## src/rtl/sar_adc_pkg.sv

```systemverilog
package sar_adc_pkg;
   typedef enum logic [1:0] {
      ST_SHUT  = 2'd0,
      ST_IDLE  = 2'd1,
      ST_FRAME = 2'd2
   } ctl_state_e;

   localparam int NUM_SYNC = 3;
   localparam int SYNC_SCLK = 0;
   localparam int SYNC_CS = 1;
   localparam int SYNC_SHDN = 2;
endpackage

```

## src/rtl/sar_sync.sv

```systemverilog
module sar_sync #(
   parameter int   STAGES    = 2,
   parameter logic RESET_VAL = 1'b0
) (
   input  logic clk,
   input  logic rst_n,
   input  logic d,
   output logic q
);
   logic [STAGES-1:0] chain_q;

   always_ff @(posedge clk or negedge rst_n) begin
      if (!rst_n) chain_q <= {STAGES{RESET_VAL}};
      else        chain_q <= {chain_q[STAGES-2:0], d};
   end

   assign q = chain_q[STAGES-1];
endmodule

```

## src/rtl/sar_engine.sv

```systemverilog
module sar_engine #(
   parameter int RES_BITS    = 12,
   parameter int STEP_CYCLES = 2
) (
   input  logic                clk,
   input  logic                rst_n,
   input  logic                start,
   input  logic                abort,
   input  logic                cmp_ge,
   output logic [RES_BITS-1:0] code,
   output logic                busy
);
   localparam int IW = (RES_BITS > 1) ? $clog2(RES_BITS) : 1;

   logic [RES_BITS-1:0] code_q;
   logic [IW-1:0]       idx_q;
   logic                busy_q;
   logic                step_done;

   generate
      if (STEP_CYCLES > 1) begin : g_step_cnt
         localparam int CW = $clog2(STEP_CYCLES);
         logic [CW-1:0] cnt_q;
         always_ff @(posedge clk or negedge rst_n) begin
            if (!rst_n)                   cnt_q <= '0;
            else if (start || !busy_q)    cnt_q <= '0;
            else if (step_done)           cnt_q <= '0;
            else                          cnt_q <= cnt_q + 1'b1;
         end
         assign step_done = busy_q && (cnt_q == CW'(STEP_CYCLES - 1));
      end else begin : g_step_one
         assign step_done = busy_q;
      end
   endgenerate

   always_ff @(posedge clk or negedge rst_n) begin
      if (!rst_n) begin
         code_q <= '0;
         idx_q  <= '0;
         busy_q <= 1'b0;
      end else if (abort) begin
         busy_q <= 1'b0;
      end else if (start) begin
         code_q <= {1'b1, {(RES_BITS-1){1'b0}}};
         idx_q  <= IW'(RES_BITS - 1);
         busy_q <= 1'b1;
      end else if (step_done) begin
         if (!cmp_ge) code_q[idx_q] <= 1'b0;
         if (idx_q == '0) begin
            busy_q <= 1'b0;
         end else begin
            code_q[idx_q - 1'b1] <= 1'b1;
            idx_q                <= idx_q - 1'b1;
         end
      end
   end

   assign code = code_q;
   assign busy = busy_q;
endmodule

```

## src/rtl/sar_frame_shifter.sv

```systemverilog
module sar_frame_shifter #(
   parameter int RES_BITS   = 12,
   parameter int LEAD_ZEROS = 3
) (
   input  logic                clk,
   input  logic                rst_n,
   input  logic                load,
   input  logic                advance,
   input  logic [RES_BITS-1:0] result,
   output logic                dout
);
   localparam int FRAME_BITS = LEAD_ZEROS + RES_BITS;
   localparam int CW = $clog2(FRAME_BITS + 1);

   logic [CW-1:0] pos_q;
   logic          dout_q;
   logic [CW-1:0] pos_nxt;

   function automatic logic frame_bit(input int idx, input logic [RES_BITS-1:0] r);
      if (idx < LEAD_ZEROS)  return 1'b0;
      if (idx < FRAME_BITS)  return r[RES_BITS - 1 - (idx - LEAD_ZEROS)];
      return 1'b0;
   endfunction

   assign pos_nxt = (pos_q == CW'(FRAME_BITS)) ? pos_q : pos_q + 1'b1;

   always_ff @(posedge clk or negedge rst_n) begin
      if (!rst_n) begin
         pos_q  <= '0;
         dout_q <= 1'b0;
      end else if (load) begin
         pos_q  <= '0;
         dout_q <= frame_bit(0, result);
      end else if (advance) begin
         pos_q  <= pos_nxt;
         dout_q <= frame_bit(int'(pos_nxt), result);
      end
   end

   assign dout = dout_q;
endmodule

```

## src/rtl/sar_serial_adc_ctrl.sv

```systemverilog
module sar_serial_adc_ctrl
   import sar_adc_pkg::*;
#(
   parameter int RES_BITS    = 12,
   parameter int LEAD_ZEROS  = 3,
   parameter int STEP_CYCLES = 2,
   parameter int SYNC_STAGES = 2
) (
   input  logic                clk,
   input  logic                rst_n,
   input  logic                sclk,
   input  logic                cs_n,
   input  logic                shdn_n,
   input  logic                cmp_ge,
   output logic                dout,
   output logic                dout_oe,
   output logic [RES_BITS-1:0] dac_code,
   output logic                track,
   output logic                busy
);
   localparam logic [NUM_SYNC-1:0] SYNC_INIT = 3'b010;

   generate
      if (RES_BITS < 2)    begin : g_bad_res   $error("RES_BITS must be at least 2");    end
      if (LEAD_ZEROS < 1)  begin : g_bad_lead  $error("LEAD_ZEROS must be at least 1");  end
      if (STEP_CYCLES < 1) begin : g_bad_step  $error("STEP_CYCLES must be at least 1"); end
      if (SYNC_STAGES < 2) begin : g_bad_sync  $error("SYNC_STAGES must be at least 2"); end
   endgenerate

   logic [NUM_SYNC-1:0] raw_in;
   logic [NUM_SYNC-1:0] sync_out;
   assign raw_in = {shdn_n, cs_n, sclk};

   generate
      for (genvar g = 0; g < NUM_SYNC; g++) begin : g_sync
         sar_sync #(.STAGES(SYNC_STAGES), .RESET_VAL(SYNC_INIT[g])) u_sync (
            .clk(clk), .rst_n(rst_n), .d(raw_in[g]), .q(sync_out[g]));
      end
   endgenerate

   logic sclk_s, cs_s, shdn_s;
   assign sclk_s = sync_out[SYNC_SCLK];
   assign cs_s   = sync_out[SYNC_CS];
   assign shdn_s = sync_out[SYNC_SHDN];

   logic sclk_d, cs_d;
   always_ff @(posedge clk or negedge rst_n) begin
      if (!rst_n) begin
         sclk_d <= 1'b0;
         cs_d   <= 1'b1;
      end else begin
         sclk_d <= sclk_s;
         cs_d   <= cs_s;
      end
   end

   logic sclk_rise, cs_fall;
   assign sclk_rise = sclk_s & ~sclk_d;
   assign cs_fall   = cs_d & ~cs_s;

   ctl_state_e state_q, state_d;
   always_comb begin
      state_d = state_q;
      if (!shdn_s) state_d = ST_SHUT;
      else begin
         unique case (state_q)
            ST_SHUT:  state_d = ST_IDLE;
            ST_IDLE:  if (cs_fall) state_d = ST_FRAME;
            ST_FRAME: if (cs_s)    state_d = ST_IDLE;
            default:  state_d = ST_SHUT;
         endcase
      end
   end

   always_ff @(posedge clk or negedge rst_n) begin
      if (!rst_n) state_q <= ST_SHUT;
      else        state_q <= state_d;
   end

   logic start, abort, advance;
   assign start   = (state_q == ST_IDLE) && (state_d == ST_FRAME);
   assign abort   = (state_q == ST_FRAME) && (state_d != ST_FRAME);
   assign advance = (state_q == ST_FRAME) && sclk_rise && !abort;

   sar_engine #(.RES_BITS(RES_BITS), .STEP_CYCLES(STEP_CYCLES)) u_engine (
      .clk(clk), .rst_n(rst_n), .start(start), .abort(abort),
      .cmp_ge(cmp_ge), .code(dac_code), .busy(busy));

   sar_frame_shifter #(.RES_BITS(RES_BITS), .LEAD_ZEROS(LEAD_ZEROS)) u_shift (
      .clk(clk), .rst_n(rst_n), .load(start), .advance(advance),
      .result(dac_code), .dout(dout));

   assign dout_oe = (state_q == ST_FRAME);
   assign track   = (state_q == ST_IDLE);
endmodule

```

## config.mk

```make
export PLATFORM = sky130hd
export DESIGN_NAME = sar_serial_adc_ctrl
export DESIGN_NICKNAME = d
export VERILOG_FILES = /design/src/rtl/sar_adc_pkg.sv /design/src/rtl/sar_sync.sv /design/src/rtl/sar_engine.sv /design/src/rtl/sar_frame_shifter.sv /design/src/rtl/sar_serial_adc_ctrl.sv
export SDC_FILE = /design/constraint.sdc
export NUM_CORES = 1
export LEC_CHECK = 0
export BUFFER_PORTS_ARGS = -buffer_cell sky130_fd_sc_hd__clkbuf_2
export CAP_MARGIN = 30
export CORE_AREA = 2 2 83 85
export DETAILED_ROUTE_END_ITERATION = 8
export DIE_AREA = 0 0 85 87
export GPL_TIMING_DRIVEN = 1
export SYNTH_ARGS = -nofsm -noshare
export SYNTH_HDL_FRONTEND = slang
export SYNTH_SLANG_ARGS = --single-unit
```

## constraint.sdc

```tcl
create_clock -name clk -period 2.8 [get_ports clk]
set_input_delay 0.84 -clock clk [delete_from_list [all_inputs] [get_ports clk]]
set_output_delay 0.84 -clock clk [all_outputs]
set_load 0.05 [all_outputs]
```

==> parameters.txt <==
Parameter                              Value

Global routing
  Overall Global Routing Usage    12.54%
  Fraction of met2 tracks used by global routing    18.61%
  GR Util met1    17.70%
  Most Crowded Layer GR    met2
  First-pass GRT wire length    7458 um
  GR Layer Usage met3    2.464%
  Via count of the first global-routing pass    1,531
  Pin count of the biggest net entering global routing    34
  Sum of overflow across all layers after global routing    0
  Initial antenna violation count    0

Place
  Routability-driven placement congestion ratio    0.8430
  Number of buffer cells added on primary ports    21
  Worst setup slack after placement    0.1963 ns
  Post-detail-place hpwl    3046 um

Final layout
  Post-layout util    33.60%
  Ant. Diodes    0
  Post-layout nets    221
  Fraction of final layout cells with drive strength greater than 1    24.29%
  P&R area growth vs syn    16.21%

Critical path
  Critical path launch point type    flop
  CP peak stage delay    0.45 ns
  Critical setup path kind    flop to flop
  Worst path most repeated cell    sky130_fd_sc_hd__ha_1
  Crit path cell chain    ha_1, nand3_2, mux2_2, ha_1, and2_1, a211oi_1, a2111oi_4, o2111ai_1, o211ai_1
  Critical path endpoint category    flop
  Highest fanout seen on the critical path    6
  Arrival time of the worst setup path    2.77 ns
  Required time reported for the critical path endpoint    2.96 ns
  Critical Path Slowest Stage Cell    sky130_fd_sc_hd__dfrtp_1
  Reg2reg setup slack    0.19 ns

Die
  Placeable core region    6569 um2
  Effective utilization at floorplan    28.91%
  Total Die Area    7395 um2
  DIE WIDTH    85 um
  Number of I/O pins    22
  Cell row count    30
  Vertical die dimension    87 um

Synth
  Leading cell type by number of instances after synthesis    sky130_fd_sc_hd__dfrtp_1
  Yosys cell types    56
  Count of flip-flops with a built-in enable after synthesis    0
  Synthesized area per cell    10.21 um2
  Top cells by instance count after synthesis    30 x sky130_fd_sc_hd__dfrtp_1, 21 x sky130_fd_sc_hd__nand2_1, 10 x sky130_fd_sc_hd__inv_1, 10 x sky130_fd_sc_hd__o211ai_1
  Summed instance area of the synthesized netlist    1899 um2
  Post-synth net total    198
  Sequential element share of the synthesized area    43.68%
  Post-synth top flop    sky130_fd_sc_hd__dfrtp_1
  Post-synthesis register bit count    33
  Top area cells in the synthesized netlist    sky130_fd_sc_hd__dfrtp_1 40%, sky130_fd_sc_hd__dfstp_2 4.2%, sky130_fd_sc_hd__nand2_1 4.2%, sky130_fd_sc_hd__ha_1 4.0%, sky130_fd_sc_hd__o211ai_1 4.0%
  Area fraction of the dominant cell type after synthesis    39.53%
  Instance count of the mapped netlist    186
  Post-synthesis cell type with the largest combined area    sky130_fd_sc_hd__dfrtp_1
  Number of warnings printed during yosys synthesis    0
  Share of synthesized flip-flops with an asynchronous set or reset    100.0%

Timing
  Final hold vios    0
  Final Critical Period    2.607 ns
  Final sum of negative setup slack    0 ns
  Maximum achievable frequency    383.6 MHz
  Slack of the critical path    0.1932 ns
  Final period util    93.10%
  Hold slack    0.3496 ns
  Setup repair after global routing missed its margin    false
  Remaining max-slew budget at the tightest pin    44.35%
  Total count of max-transition violations in the final report    0
  Number of endpoints failing setup at the final stage    0
  Setup skew after layout    0.005965 ns
  Actual slew at the worst max-slew pin    0.8348 ns

Route
  Residual DRC    0
  Drt first pass iters    4
  Iteration-0 DRC count of the detailed router    109
  Routed wire length per instance    14.27 um
  Post-Route WL    4138 um
  Avg Vias per Cell    5.093
  Final antenna-violating net count    0
  Vias    1,477

Clocking
  Clock network latency to the later pin of the worst-skew pair    0.29 ns
  Sinks on the clock net    33
  Clock root buffer    sky130_fd_sc_hd__clkbuf_8
  Clock-pin slew of the registers on the worst-case setup and hold paths    0.07 ns
  Number of buffers created by CTS    5
  Largest buffer count on any clock path    2
  Number of hold buffers added after cts    0
  CTS tree    built
  Post-CTS setup buffer count    0
  Count of instances resized after the clock tree is built    0
  Number of levels in the clock H-tree    2

Power
  Reported leakage power    0.9613 nW
  Ratio of total power to cell area    960.7 nW/um2
  Worst IR Drop VDD    324.2 uV

Hold path
  Tightest Hold Check Type    flop to flop

Run status
  Outcome    complete, no violations

Job
  MaxCap Viol Count    0
## cell usage in the layout (no fill, tap or decap), drive strengths merged, types with 2 or more instances in the layout
| cell type | count |
|---|---|
| xnor2 | 2 |
| nand3 | 7 |
| o211ai | 10 |
| o221a | 3 |
| and2 | 2 |
| xor2 | 3 |
| nor3 | 4 |
| and3 | 4 |
| nand2 | 21 |
| or3 | 3 |
| nor2 | 7 |
| a32o | 3 |
| o21ai | 11 |
| dfrtp | 30 |
| a21oi | 5 |
| a211oi | 3 |
| buf | 4 |
| dfstp | 3 |
| nand2b | 8 |
| inv | 10 |
| nand3b | 4 |
| ha | 6 |
| clkbuf | 27 |
| o31a | 2 |
| mux4 | 2 |
| nor2b | 3 |
## cell families (layout without fill, tap and decap cells)
logic type / after synthesis / in the layout / share of synthesized area [%]
AO/OA/AOI/OAI: 49 / 49 / 20.42
XOR/XNOR: 5 / 5 / 2.701
adder cells (fa/ha/maj): 6 / 6 / 3.952
buffers and inverters: 19 / 43 / 4.479
flip-flops: 33 / 33 / 43.68
multiplexers: 4 / 4 / 3.491
AND/OR/NAND/NOR: 70 / 70 / 21.28
## metrics by stage
| step | std cells | total power, mW | area (um2) |
|---|---|---|---|
| after floorplan | 186 | 1.425 | 1899 |
| after global placement | 282 | 1.645 | 2087 |
| after detailed placement | 282 | 1.654 | 2087 |
| after CTS | 290 | 2.136 | 2207 |
| after global routing | 290 | 2.269 | 2207 |
| final | 290 | 2.120 | 2207 |
## layer usage
| layer | wire (um) | share of wire, % | up-vias |
|---|---|---|---|
| met5 | 0 | 0 | - |
| met1 | 2040 | 49 | 720 |
| met4 | 78 | 1.9 | 0 |
| met3 | 140 | 3.4 | 9 |
| li1 | - | - | 720 |
| met2 | 1878 | 45 | 28 |
## flip-flops by register name (all words and copies together), names as in the netlist
| signal | flops |
|---|---|
| u_engine.busy | 1 |
| state_q | 2 |
| u_engine.code | 12 |
| u_shift.dout | 1 |
| cs_d | 1 |
| g_sync.u_sync.chain_q | 6 |
| u_engine.idx_q | 4 |
| u_engine.g_step_cnt.cnt_q | 1 |
| sclk_d | 1 |
| u_shift.pos_q | 4 |
## critical path: cells and delay by family, from the launching register on
kind	cells	cell delay [ns]
fa+ha+maj	2	0.61
compound gates	4	0.71
flops	1	0.45
mux	1	0.38
simple gates	2	0.35
## where the power goes
part	internal [mW]	leakage, nW	switching (mW)	total, mW
sequential	0.603	0.412	0.150	0.754
combinational	0.279	0.492	0.613	0.892
clock	0.289	0.0574	0.186	0.475
total	1.17	0.961	0.948	2.12
## final cells by class
class	instances	area (um2)
Timing Repair Buffer	25	135.1
Clock buffer	6	82.58
Clock inverter	2	37.54
Sequential cell	33	829.5
Tap cell	80	100.1
Inverter	10	37.54
Multi-Input combinational cell	134	984.7
Fill cell	658	4362
## worst paths after layout
check / start / endpoint / cells past startpoint
max: u_shift.pos_q[1]$_DFFE_PN0P_ / u_shift.dout$_DFFE_PN0P_ / 9
min: g_sync[2].u_sync.chain_q[0]$_DFF_PN0_ / g_sync[2].u_sync.chain_q[1]$_DFF_PN0_ / 0
max reg2reg: u_shift.pos_q[1]$_DFFE_PN0P_ / u_shift.dout$_DFFE_PN0P_ / 9
min reg2reg: g_sync[2].u_sync.chain_q[0]$_DFF_PN0_ / g_sync[2].u_sync.chain_q[1]$_DFF_PN0_ / 0
max in group asynchronous: rst_n / g_sync[0].u_sync.chain_q[1]$_DFF_PN0_ / 1
min in group asynchronous: rst_n / u_engine.idx_q[0]$_DFFE_PN0P_ / 1
Note: power is estimated with default switching activity, not from simulation.
